File: src/rtl/ddr_mon_pkg.sv
// Package: shared command type and bank geometry for the activation checker.
// Assumes a four-bank device addressed by a two-bit bank select.
package ddr_mon_pkg;
    localparam int NUM_BANKS = 4;
    localparam int BA_W      = 2;

    typedef enum logic [2:0] {
        CMD_NOP,
        CMD_ACT,
        CMD_RD,
        CMD_WR,
        CMD_PRE
    } cmd_e;
endpackage

File: src/rtl/ddr_cmd_decode.sv
// ddr_cmd_decode: maps the four active-low control lines to a command code.
// Assumes the lines are stable around the sampling edge. Any pattern that
// is not activate, read, write or precharge (including deselect) is NOP.
module ddr_cmd_decode
    import ddr_mon_pkg::*;
(
    input  logic cs_n,
    input  logic ras_n,
    input  logic cas_n,
    input  logic we_n,
    output cmd_e cmd
);
    // Pure truth-table decode of the control lines.
    always_comb begin
        cmd = CMD_NOP;
        if (!cs_n) begin
            unique case ({ras_n, cas_n, we_n})
                3'b011:  cmd = CMD_ACT;
                3'b101:  cmd = CMD_RD;
                3'b100:  cmd = CMD_WR;
                3'b010:  cmd = CMD_PRE;
                default: cmd = CMD_NOP;
            endcase
        end
    end
endmodule

File: src/rtl/ddr_bank_state.sv
// ddr_bank_state: open/idle state, cycles-since-activate counter and the
// auto-precharge countdown for one bank. Assumes the caller raises act_go
// only for legal activates and ap_go only for legal column commands.
module ddr_bank_state #(
    parameter int CNT_W    = 4,
    parameter int AP_DELAY = 4
) (
    input  logic             clk,
    input  logic             rst_n,
    input  logic             act_go,
    input  logic             ap_go,
    input  logic             pre_go,
    output logic             is_open,
    output logic [CNT_W-1:0] since_act
);
    localparam int AP_W = $clog2(AP_DELAY + 1);
    localparam logic [AP_W-1:0]  AP_LOAD = AP_W'(AP_DELAY);
    localparam logic [CNT_W-1:0] CNT_SAT = '1;

    logic [AP_W-1:0] ap_left;

    // Track row state, saturating age counter and pending auto-precharge.
    always_ff @(posedge clk) begin
        if (!rst_n) begin
            is_open   <= 1'b0;
            since_act <= CNT_SAT;
            ap_left   <= '0;
        end else if (act_go) begin
            is_open   <= 1'b1;
            since_act <= CNT_W'(1);
            ap_left   <= '0;
        end else begin
            if (since_act != CNT_SAT) since_act <= since_act + 1'b1;
            if (pre_go) begin
                is_open <= 1'b0;
                ap_left <= '0;
            end else if (ap_go) begin
                ap_left <= AP_LOAD;
            end else if (ap_left != '0) begin
                ap_left <= ap_left - 1'b1;
                if (ap_left == AP_W'(1)) is_open <= 1'b0;
            end
        end
    end
endmodule

File: src/rtl/ddr_viol_report.sv
// ddr_viol_report: registers the violation flags and the bank of the
// offending command, so every flag is a one-cycle pulse after its edge.
module ddr_viol_report #(
    parameter int BA_W = 2
) (
    input  logic            clk,
    input  logic            rst_n,
    input  logic [4:0]      viol_in,
    input  logic [BA_W-1:0] bank_in,
    output logic [4:0]      viol_q,
    output logic [BA_W-1:0] bank_q
);
    // Capture the flags of this edge's command for one cycle.
    always_ff @(posedge clk) begin
        if (!rst_n) begin
            viol_q <= '0;
            bank_q <= '0;
        end else begin
            viol_q <= viol_in;
            bank_q <= bank_in;
        end
    end
endmodule

File: src/rtl/ddr_act_monitor.sv
// ddr_act_monitor: bank activation protocol checker for a four-bank DDR
// SDRAM. It decodes each command, judges it against per-bank state and
// spacing counters, and updates state only for commands that break no rule.
// Timing limits are in clock cycles and must each be at least 1.
module ddr_act_monitor
    import ddr_mon_pkg::*;
#(
    parameter int T_RCD    = 3,
    parameter int T_RRD    = 2,
    parameter int T_RC     = 10,
    parameter int AP_DELAY = 4
) (
    input  logic       clk,
    input  logic       rst_n,
    input  logic       cs_n,
    input  logic       ras_n,
    input  logic       cas_n,
    input  logic       we_n,
    input  logic [1:0] ba,
    input  logic       a10,
    output logic       err_col_idle,
    output logic       err_rcd,
    output logic       err_act_open,
    output logic       err_rrd,
    output logic       err_rc,
    output logic [1:0] err_bank
);
    localparam int T_MAX1 = (T_RCD > T_RRD) ? T_RCD : T_RRD;
    localparam int T_MAX  = (T_MAX1 > T_RC) ? T_MAX1 : T_RC;
    localparam int CNT_W  = $clog2(T_MAX + 1);
    localparam logic [CNT_W-1:0] RCD_L = CNT_W'(T_RCD);
    localparam logic [CNT_W-1:0] RRD_L = CNT_W'(T_RRD);
    localparam logic [CNT_W-1:0] RC_L  = CNT_W'(T_RC);

    cmd_e                 cmd;
    logic [NUM_BANKS-1:0] open_v;
    logic [CNT_W-1:0]     age_v [NUM_BANKS];
    logic                 is_act, is_col, is_pre;
    logic                 v_idle, v_rcd, v_open, v_rrd, v_rc;
    logic                 act_ok, col_ok;
    logic [4:0]           viol_q;

    ddr_cmd_decode u_dec (
        .cs_n  (cs_n),
        .ras_n (ras_n),
        .cas_n (cas_n),
        .we_n  (we_n),
        .cmd   (cmd)
    );

    // Judge the current command against the addressed and the other banks.
    always_comb begin
        is_act = (cmd == CMD_ACT);
        is_col = (cmd == CMD_RD) || (cmd == CMD_WR);
        is_pre = (cmd == CMD_PRE);
        v_idle = is_col && !open_v[ba];
        v_rcd  = is_col && open_v[ba] && (age_v[ba] < RCD_L);
        v_open = is_act && open_v[ba];
        v_rc   = is_act && !open_v[ba] && (age_v[ba] < RC_L);
        v_rrd  = 1'b0;
        for (int b = 0; b < NUM_BANKS; b++) begin
            if (is_act && (BA_W'(b) != ba) && (age_v[b] < RRD_L)) v_rrd = 1'b1;
        end
        act_ok = is_act && !(v_open || v_rc || v_rrd);
        col_ok = is_col && !(v_idle || v_rcd);
    end

    for (genvar g = 0; g < NUM_BANKS; g++) begin : g_bank
        logic sel;
        assign sel = (ba == BA_W'(g));
        ddr_bank_state #(
            .CNT_W    (CNT_W),
            .AP_DELAY (AP_DELAY)
        ) u_bank (
            .clk       (clk),
            .rst_n     (rst_n),
            .act_go    (act_ok && sel),
            .ap_go     (col_ok && sel && a10),
            .pre_go    (is_pre && (a10 || sel)),
            .is_open   (open_v[g]),
            .since_act (age_v[g])
        );
    end

    ddr_viol_report #(.BA_W(BA_W)) u_rep (
        .clk     (clk),
        .rst_n   (rst_n),
        .viol_in ({v_idle, v_rcd, v_open, v_rrd, v_rc}),
        .bank_in (ba),
        .viol_q  (viol_q),
        .bank_q  (err_bank)
    );

    assign {err_col_idle, err_rcd, err_act_open, err_rrd, err_rc} = viol_q;
endmodule

File: config.mk
export PLATFORM = sky130hd
export DESIGN_NAME = ddr_act_monitor
export DESIGN_NICKNAME = d
export VERILOG_FILES = /design/src/rtl/ddr_mon_pkg.sv /design/src/rtl/ddr_cmd_decode.sv /design/src/rtl/ddr_bank_state.sv /design/src/rtl/ddr_viol_report.sv /design/src/rtl/ddr_act_monitor.sv
export SDC_FILE = /design/constraint.sdc
export NUM_CORES = 1
export LEC_CHECK = 0
export CAP_MARGIN = 10
export CORE_MARGIN = 5
export CORE_UTILIZATION = 45
export DETAILED_ROUTE_END_ITERATION = 6
export PLACE_DENSITY = 0.76
export RECOVER_POWER = 25
export SETUP_SLACK_MARGIN = 0.2
export SLEW_MARGIN = 20
export SYNTH_ARGS = -nofsm -noshare
export SYNTH_HDL_FRONTEND = slang
export SYNTH_SLANG_ARGS = --single-unit
File: constraint.sdc
create_clock -name clk -period 2.5 [get_ports clk]
set_input_delay 0.25 -clock clk [delete_from_list [all_inputs] [get_ports clk]]
set_output_delay 0.25 -clock clk [all_outputs]
set_load 0.02 [all_outputs]
== Yosys cells after proc, flatten, opt, wreduce, memory -nomap -nowiden ==
Index checks and enable logic that the tools add are counted.

* Register bits after elaboration: 39
* Bits in latches: 0
* Memories kept: 0
* Output and inout bits: 7
* Memory bits (read-only): 0
* Bits in writable memories: 0

* Multipliers: 0
* Shifts and indexed selects: 0
* Multiplexer cells: 47
* Equal/unequal tests: 26
* $add $sub $neg: 8
* Bitwise operators: 2
* Reductions and logical operators: 81
* Divide/modulo/power cells: 0
* $lt $le $gt $ge: 8

{| class="wikitable"
|+ Operators by type and width
! operator !! number
|-
| 2-to-1 mux 4 bit || 10
|-
| nonzero test 3 bit || 12
|-
| logical AND 1 bit || 32
|-
| 2-to-1 mux 3 bit || 9
|-
| 2-to-1 mux 1 bit || 25
|-
| < comparator 4 x 2 -> 1 bit, second input constant || 5
|-
| nonzero test 2 bit || 9
|-
| adder 4 x 1 -> 4 bit, second input constant || 4
|-
| != test 4 bit, second input constant || 4
|-
| OR reduction 4 bit || 4
|-
| equality test 3 x 1 -> 1 bit, second input constant || 5
|-
| equality test 3 x 2 -> 1 bit, second input constant || 4
|-
| != test 3 x 2 -> 1 bit, second input constant || 4
|-
| case mux 3 bit (4 select lines) || 1
|-
| AND reduction 3 bit || 4
|-
| OR reduction 3 bit || 4
|-
| subtractor 3 x 1 -> 3 bit, second input constant || 4
|-
| equality test 3 bit, second input constant || 3
|-
| binary-select mux 4 bit (select 2 bit) || 1
|-
| logical OR 1 bit || 8
|-
| OR reduction 2 bit || 4
|-
| equality test 2 bit, second input constant || 2
|-
| < comparator 4 bit, second input constant || 1
|-
| != test 2 bit, first input constant || 2
|-
| other kinds (9) || 11
|}

== Longest topological paths before layout ==
* Depth after elaboration: 16
* Mapped depth: 7

== By module ==
From an unflattened synthesis, not the netlist that was laid out.

* Cell total of the unflattened synthesis: 226
* Area total of the unflattened synthesis: 2189.6 µm²

{| class="wikitable"
|+ By module, submodules not included
! module !! instances !! cells an instance !! area each (µm²) !! sequential area each (µm²)
|-
| ddr_bank_state || 4 || 40 || 395.4 || 160.2
|-
| ddr_act_monitor || 1 || 47 || 386.6 || 0.0
|-
| ddr_viol_report || 1 || 14 || 183.9 || 140.1
|-
| ddr_cmd_decode || 1 || 5 || 37.5 || 0.0
|}

== Least setup slack after synthesis ==
Ideal clock, no wire load.

* Path type: input -> register
* Start: input port ba[1]
* End: register g_bank[0].u_bank.since_act[0]
* Slack: 0.634 ns
* Arrival time: 1.739 ns
* Stages: 6
* Buffers on the path: 2
* Path through: buf_6 mux4_2 o21a_1 and4_1 buf_2 or3_1

* Word-level cells in the longest chain between the ends: 12

{| class="wikitable"
|+ Ends and longest elaborated chain
! element !! line !! RTL
|-
| from (decl) || ddr_act_monitor.sv:19 || <nowiki>input logic [1:0] ba,</nowiki>
|-
| NOT 2 -> 3 bit (implied by the code) / nonzero test 2 bit (equally long branches) || ddr_act_monitor.sv:59, ddr_act_monitor.sv:62 ||
|-
| binary-select mux 4 bit (select 2 bit) / logical AND 1 bit (equally long branches) || ddr_act_monitor.sv:59, ddr_act_monitor.sv:62 ||
|-
| 2-to-1 mux 4 bit (implied by the code) / logical AND 1 bit (equally long branches) || ddr_act_monitor.sv:59, ddr_act_monitor.sv:62 ||
|-
| 2-to-1 mux 4 bit (implied by the code) / 2-to-1 mux 1 bit (equally long branches) || ddr_act_monitor.sv:59, ddr_act_monitor.sv:62 ||
|-
| < comparator 4 bit / 2-to-1 mux 1 bit (equally long branches) || ddr_act_monitor.sv:59, ddr_act_monitor.sv:62 ||
|-
| logical AND 1 bit / 2-to-1 mux 1 bit (equally long branches) || ddr_act_monitor.sv:59, ddr_act_monitor.sv:62 ||
|-
| logical OR 1 bit / 2-to-1 mux 1 bit (equally long branches) || ddr_act_monitor.sv:64, ddr_act_monitor.sv:62 ||
|-
| logical OR 1 bit || ddr_act_monitor.sv:64 || <nowiki>act_ok = is_act && !(v_open || v_rc || v_rrd);</nowiki>
|-
| logical NOT 1 bit || ddr_act_monitor.sv:64 ||
|-
| logical AND 1 bit || ddr_act_monitor.sv:64 ||
|-
| logical AND 1 bit (*) || ddr_act_monitor.sv:77 || <nowiki>.act_go (act_ok && sel),</nowiki>
|-
| OR reduction 2 bit (no source line) (*) || n/a ||
|-
| to (signal assigned) || ddr_bank_state.sv:33 || <nowiki>if (since_act != CNT_SAT) since_act <= since_act + 1'b1;</nowiki>
|-
| to (decl) || ddr_bank_state.sv:14 || <nowiki>output logic [CNT_W-1:0] since_act</nowiki>
|}

Every way passes the cells marked *; elsewhere a longest branch is shown, timed or not. The select of a mux whose other input is x is not followed.
A chain may end at the register's enable or synchronous reset.

== Worst setup path in the final report ==
* Start: input port ba[0]
* End: register g_bank[1].u_bank.since_act[0]

* Word-level cells in the longest chain between the ends: 12

{| class="wikitable"
|+ Ends and longest elaborated chain
! element !! line
|-
| NOT 2 -> 3 bit (implied by the code) / nonzero test 2 bit (equally long branches) || ddr_act_monitor.sv:59, ddr_act_monitor.sv:62
|-
| binary-select mux 4 bit (select 2 bit) / logical AND 1 bit (equally long branches) || ddr_act_monitor.sv:59, ddr_act_monitor.sv:62
|-
| 2-to-1 mux 4 bit (implied by the code) / logical AND 1 bit (equally long branches) || ddr_act_monitor.sv:59, ddr_act_monitor.sv:62
|-
| 2-to-1 mux 4 bit (implied by the code) / 2-to-1 mux 1 bit (equally long branches) || ddr_act_monitor.sv:59, ddr_act_monitor.sv:62
|-
| < comparator 4 bit / 2-to-1 mux 1 bit (equally long branches) || ddr_act_monitor.sv:59, ddr_act_monitor.sv:62
|-
| logical AND 1 bit / 2-to-1 mux 1 bit (equally long branches) || ddr_act_monitor.sv:59, ddr_act_monitor.sv:62
|-
| logical OR 1 bit / 2-to-1 mux 1 bit (equally long branches) || ddr_act_monitor.sv:64, ddr_act_monitor.sv:62
|-
| logical OR 1 bit || ddr_act_monitor.sv:64
|-
| logical NOT 1 bit || ddr_act_monitor.sv:64
|-
| logical AND 1 bit || ddr_act_monitor.sv:64
|-
| logical AND 1 bit (*) || ddr_act_monitor.sv:77
|-
| OR reduction 2 bit (no source line) (*) || n/a
|-
| to (signal assigned) || ddr_bank_state.sv:33
|-
| to (decl) || ddr_bank_state.sv:14
|}

Marked as above.

==> qor.tcl <==
set qor(wl_per_cell_um) 14.4
set qor(cpLargestDelayFamily) {simple AND/OR/NAND/NOR gates}
set qor(post-route-cell-area_um2) 2520
set qor(timing.setup.critical_path_class) {in2reg}
set qor(first_iter_violations) 89
set qor(critical_path_buf_inv_count) 2
set qor(start_util_pct) 45.7
set qor(seq_area_frac_synth_pct) 36.7
set qor(numCtsBuffers) 5
set qor(synth_area_leaders) {dfxtp_1 37%, ha_1 9.4%, o21ai_0 4.7%, mux4_2 4.2%, mux2i_1 3.3%}
set qor(timing.critical_path.to_type) {register}
set qor(finalHoldViolCount) 0
set qor(critical_path.slowest_cell) {dlygate4sd3_1}
set qor(synth_top_area_share_pct) 36.7
set qor(placed_cell_area_um2) 2410
set qor(finalCoreUtilization_pct) 54.1
set qor(final_min_period_over_clock_period_pct) 93.8
set qor(dp_cells) 302
set qor(hpwl_after_detailed_placement_um) 3450
set qor(area_growth_pct) 18.6
set qor(synthFlopType) {dfxtp_1}
set qor(timing.fmax_ghz) 0.426
set qor(timing.hold.worst.class) {reg2reg}
set qor(synth.yosys.warnings) 0
set qor(clk_path_buf_depth) 2
set qor(buffer_ports.inserted) 15
set qor(synth_enable_flop_cells) 0
set qor(static_leakage_uw) 0.00103
set qor(rsz0062_at_grt) {no}
set qor(die_width_um) 78.8
set qor(nets) 280
set qor(pin_count) 16
set qor(finalClockSkew_ps) 2.67
set qor(die_height_um) 78.8
set qor(worstMarginPinSlew_ps) 503
set qor(maxCapViolations) 0
set qor(drv_slew) 0
set qor(num_antenna_cells) 0
set qor(number_of_nets_in_the_synthesized_netlist) 251
set qor(ctsRootBufferMaster) {clkbuf_8}
set qor(p_per_area_nw_per_um2) 1010
set qor(yosysTopAreaCell) {dfxtp_1}
set qor(run_status) {completed}
set qor(track_usage_pct) 15.7
set qor(grt_antenna_before_repair) 0
set qor(critical_path.cell_chain) {dlygate4sd3_1 -> buf_4 -> a2111oi_0 -> a21oi_1 -> and3_1 -> and4_1 -> or3_1}
set qor(drt_pre_antenna_iters) 5
set qor(wl_final_um) 4460
set qor(drive_gt1_share_pct) 12.5
set qor(via_count) 1732
set qor(timing.critical_path.slowest_cell_delay_ps) 620
set qor(critPathLaunchType) {input port}
set qor(die_area_um2) 6200
set qor(gr-total-overflow) 0
set qor(tritoncts_clock_tree) {built}
set qor(antenna_left) 0
set qor(clkSlewWorstSetupHoldPaths_ps) 70
set qor(vdd_drop_max_mv) 0.415
set qor(rows) 25
set qor(drc_errors) 0
set qor(vias_per_cell) 5.59
set qor(crit_path_max_fanout) 10
set qor(number_of_standard_cells_in_the_layout_taps_in_and_fillers_out) 310
set qor(clock_sink_count) 39
set qor(setup_viol) 0
set qor(first_global_vias) 1773
set qor(postSynth.asyncResetShare_pct) 0
set qor(cp.required_ps) 2680
set qor(yosys.cell_count.top_type) {dfxtp_1}
set qor(core_region_area_um2) 4660
set qor(yosys.cell_types.count) 42
set qor(synthTopCellsByCount) {39 x dfxtp_1, 20 x o21ai_0, 16 x ha_1}
set qor(cts.repair_timing.setup_buffer_count) 0
set qor(netlist_area_um2) 2130
set qor(postSynthRegisterBits) 39
set qor(post_synth.cell_area_avg_um2) 9.42
set qor(cts_hold_buf) 0
set qor(post_synth_inst_count) 226
set qor(grt_max_degree) 16
set qor(finalWorstPathRequiredPeriod_ps) 2350
set qor(arrival_ps) 2520
set qor(gp_congestion) 0.934
set qor(number_of_gates_resized_after_cts) 0
set qor(clkLatencyLatePin_ps) 290
set qor(relSlewSlack_pct) 66.2
set qor(h-tree-depth) 2
set qor(global_route_wire_length_before_repair_um) 7780
==> power by group <==
part / switching, uW / internal [uW] / leakage [uW]
Sequential: 181 / 796 / 0.000321
Combinational: 506 / 536 / 0.000646
Clock: 219 / 323 / 0.0000612
==> layout by cell type, fill, tap and decap left out, types with 2 or more instances in the layout <==
cell type,count
a21oi_1,8
dlygate4sd3_1,8
nand3b_1,5
o31a_1,4
and4_1,3
xor2_1,4
or4_1,2
o311a_1,2
mux2_2,3
buf_4,12
clkbuf_8,6
mux4_2,4
dfxtp_1,39
nor3b_1,5
nand2_1,9
ha_1,16
xnor2_1,4
and2_1,2
and3_1,4
nor2_1,12
nor2b_1,8
nor4_1,5
nand3_1,9
clkdlybuf4s50_1,7
mux2i_1,7
or3_1,5
nand2b_1,3
or2_2,3
nor3_1,8
inv_1,13
o21a_1,2
o21ai_0,20
==> path summary, 6_finish.rpt <==
| path | start | to | slack, ps | cells after the start |
|---|---|---|---|---|
| worst min register to register | g_bank[1].u_bank.ap_left[1] | g_bank[1].u_bank.ap_left[1] | 530 | 2 |
| worst min-delay path | g_bank[1].u_bank.ap_left[1] | g_bank[1].u_bank.ap_left[1] | 530 | 2 |
| worst max-delay path | ba[0] | g_bank[1].u_bank.since_act[0] | 150 | 7 |
| worst max register to register | g_bank[3].u_bank.since_act[1] | g_bank[1].u_bank.since_act[0] | 550 | 5 |
==> layout make-up <==
class	count	area (um^2)
repair buffers	28	244
multi-input cells	168	1260
fillers	417	2140
clock inverters	2	35.0
well taps	54	67.6
clock buffers	6	82.6
inverters	13	48.8
flip-flops and latches	39	781
==> metrics by stage <==
stage	power [uW]	setup TNS, ps	worst slack [ps]	hold WS (ps)
after global placement	1990	0	24.9	518
after CTS	2590	0	268	540
after detailed placement	2040	-107	-33.5	529
final	2560	0	154	531
after floorplan	1790	0	634	396
after global routing	2800	0	117	573
==> flip-flops by register name, summed over array words and instances (netlist names) <==
signal                   flops
u_rep.bank_q                 2
g_bank.u_bank.ap_left       12
g_bank.u_bank.is_open        4
g_bank.u_bank.since_act     16
u_rep.viol_q                 5
==> worst reg2reg max path, stage by stage (launching register included) <==
cell       delay [ps]
dfxtp_1           370
a2111oi_0         470
a21oi_1           120
and3_1            250
and4_1            280
or3_1             360
==> cell families after synthesis <==
family          Yosys count  share of synthesized area, %
mux                      15                          10.3
buf+inv                  19                          3.88
simple gates             87                          23.8
compound gates           42                          12.6
xor+xnor                  8                          3.29
fa+ha+maj                16                          9.41
flops                    39                          36.7
==> routing by layer <==
layer / wire length (um) / track usage (%) / vias up / part of all wire, %
met5: 0 / 0 / - / 0
met4: 85 / 6.29 / 0 / 1.9
met3: 168 / 4.20 / 9 / 3.8
met2: 2190 / 26.6 / 34 / 49
met1: 2020 / 18.7 / 816 / 45
li1: - / - / 873 / -
Note: power is estimated with default switching activity, not from simulation.
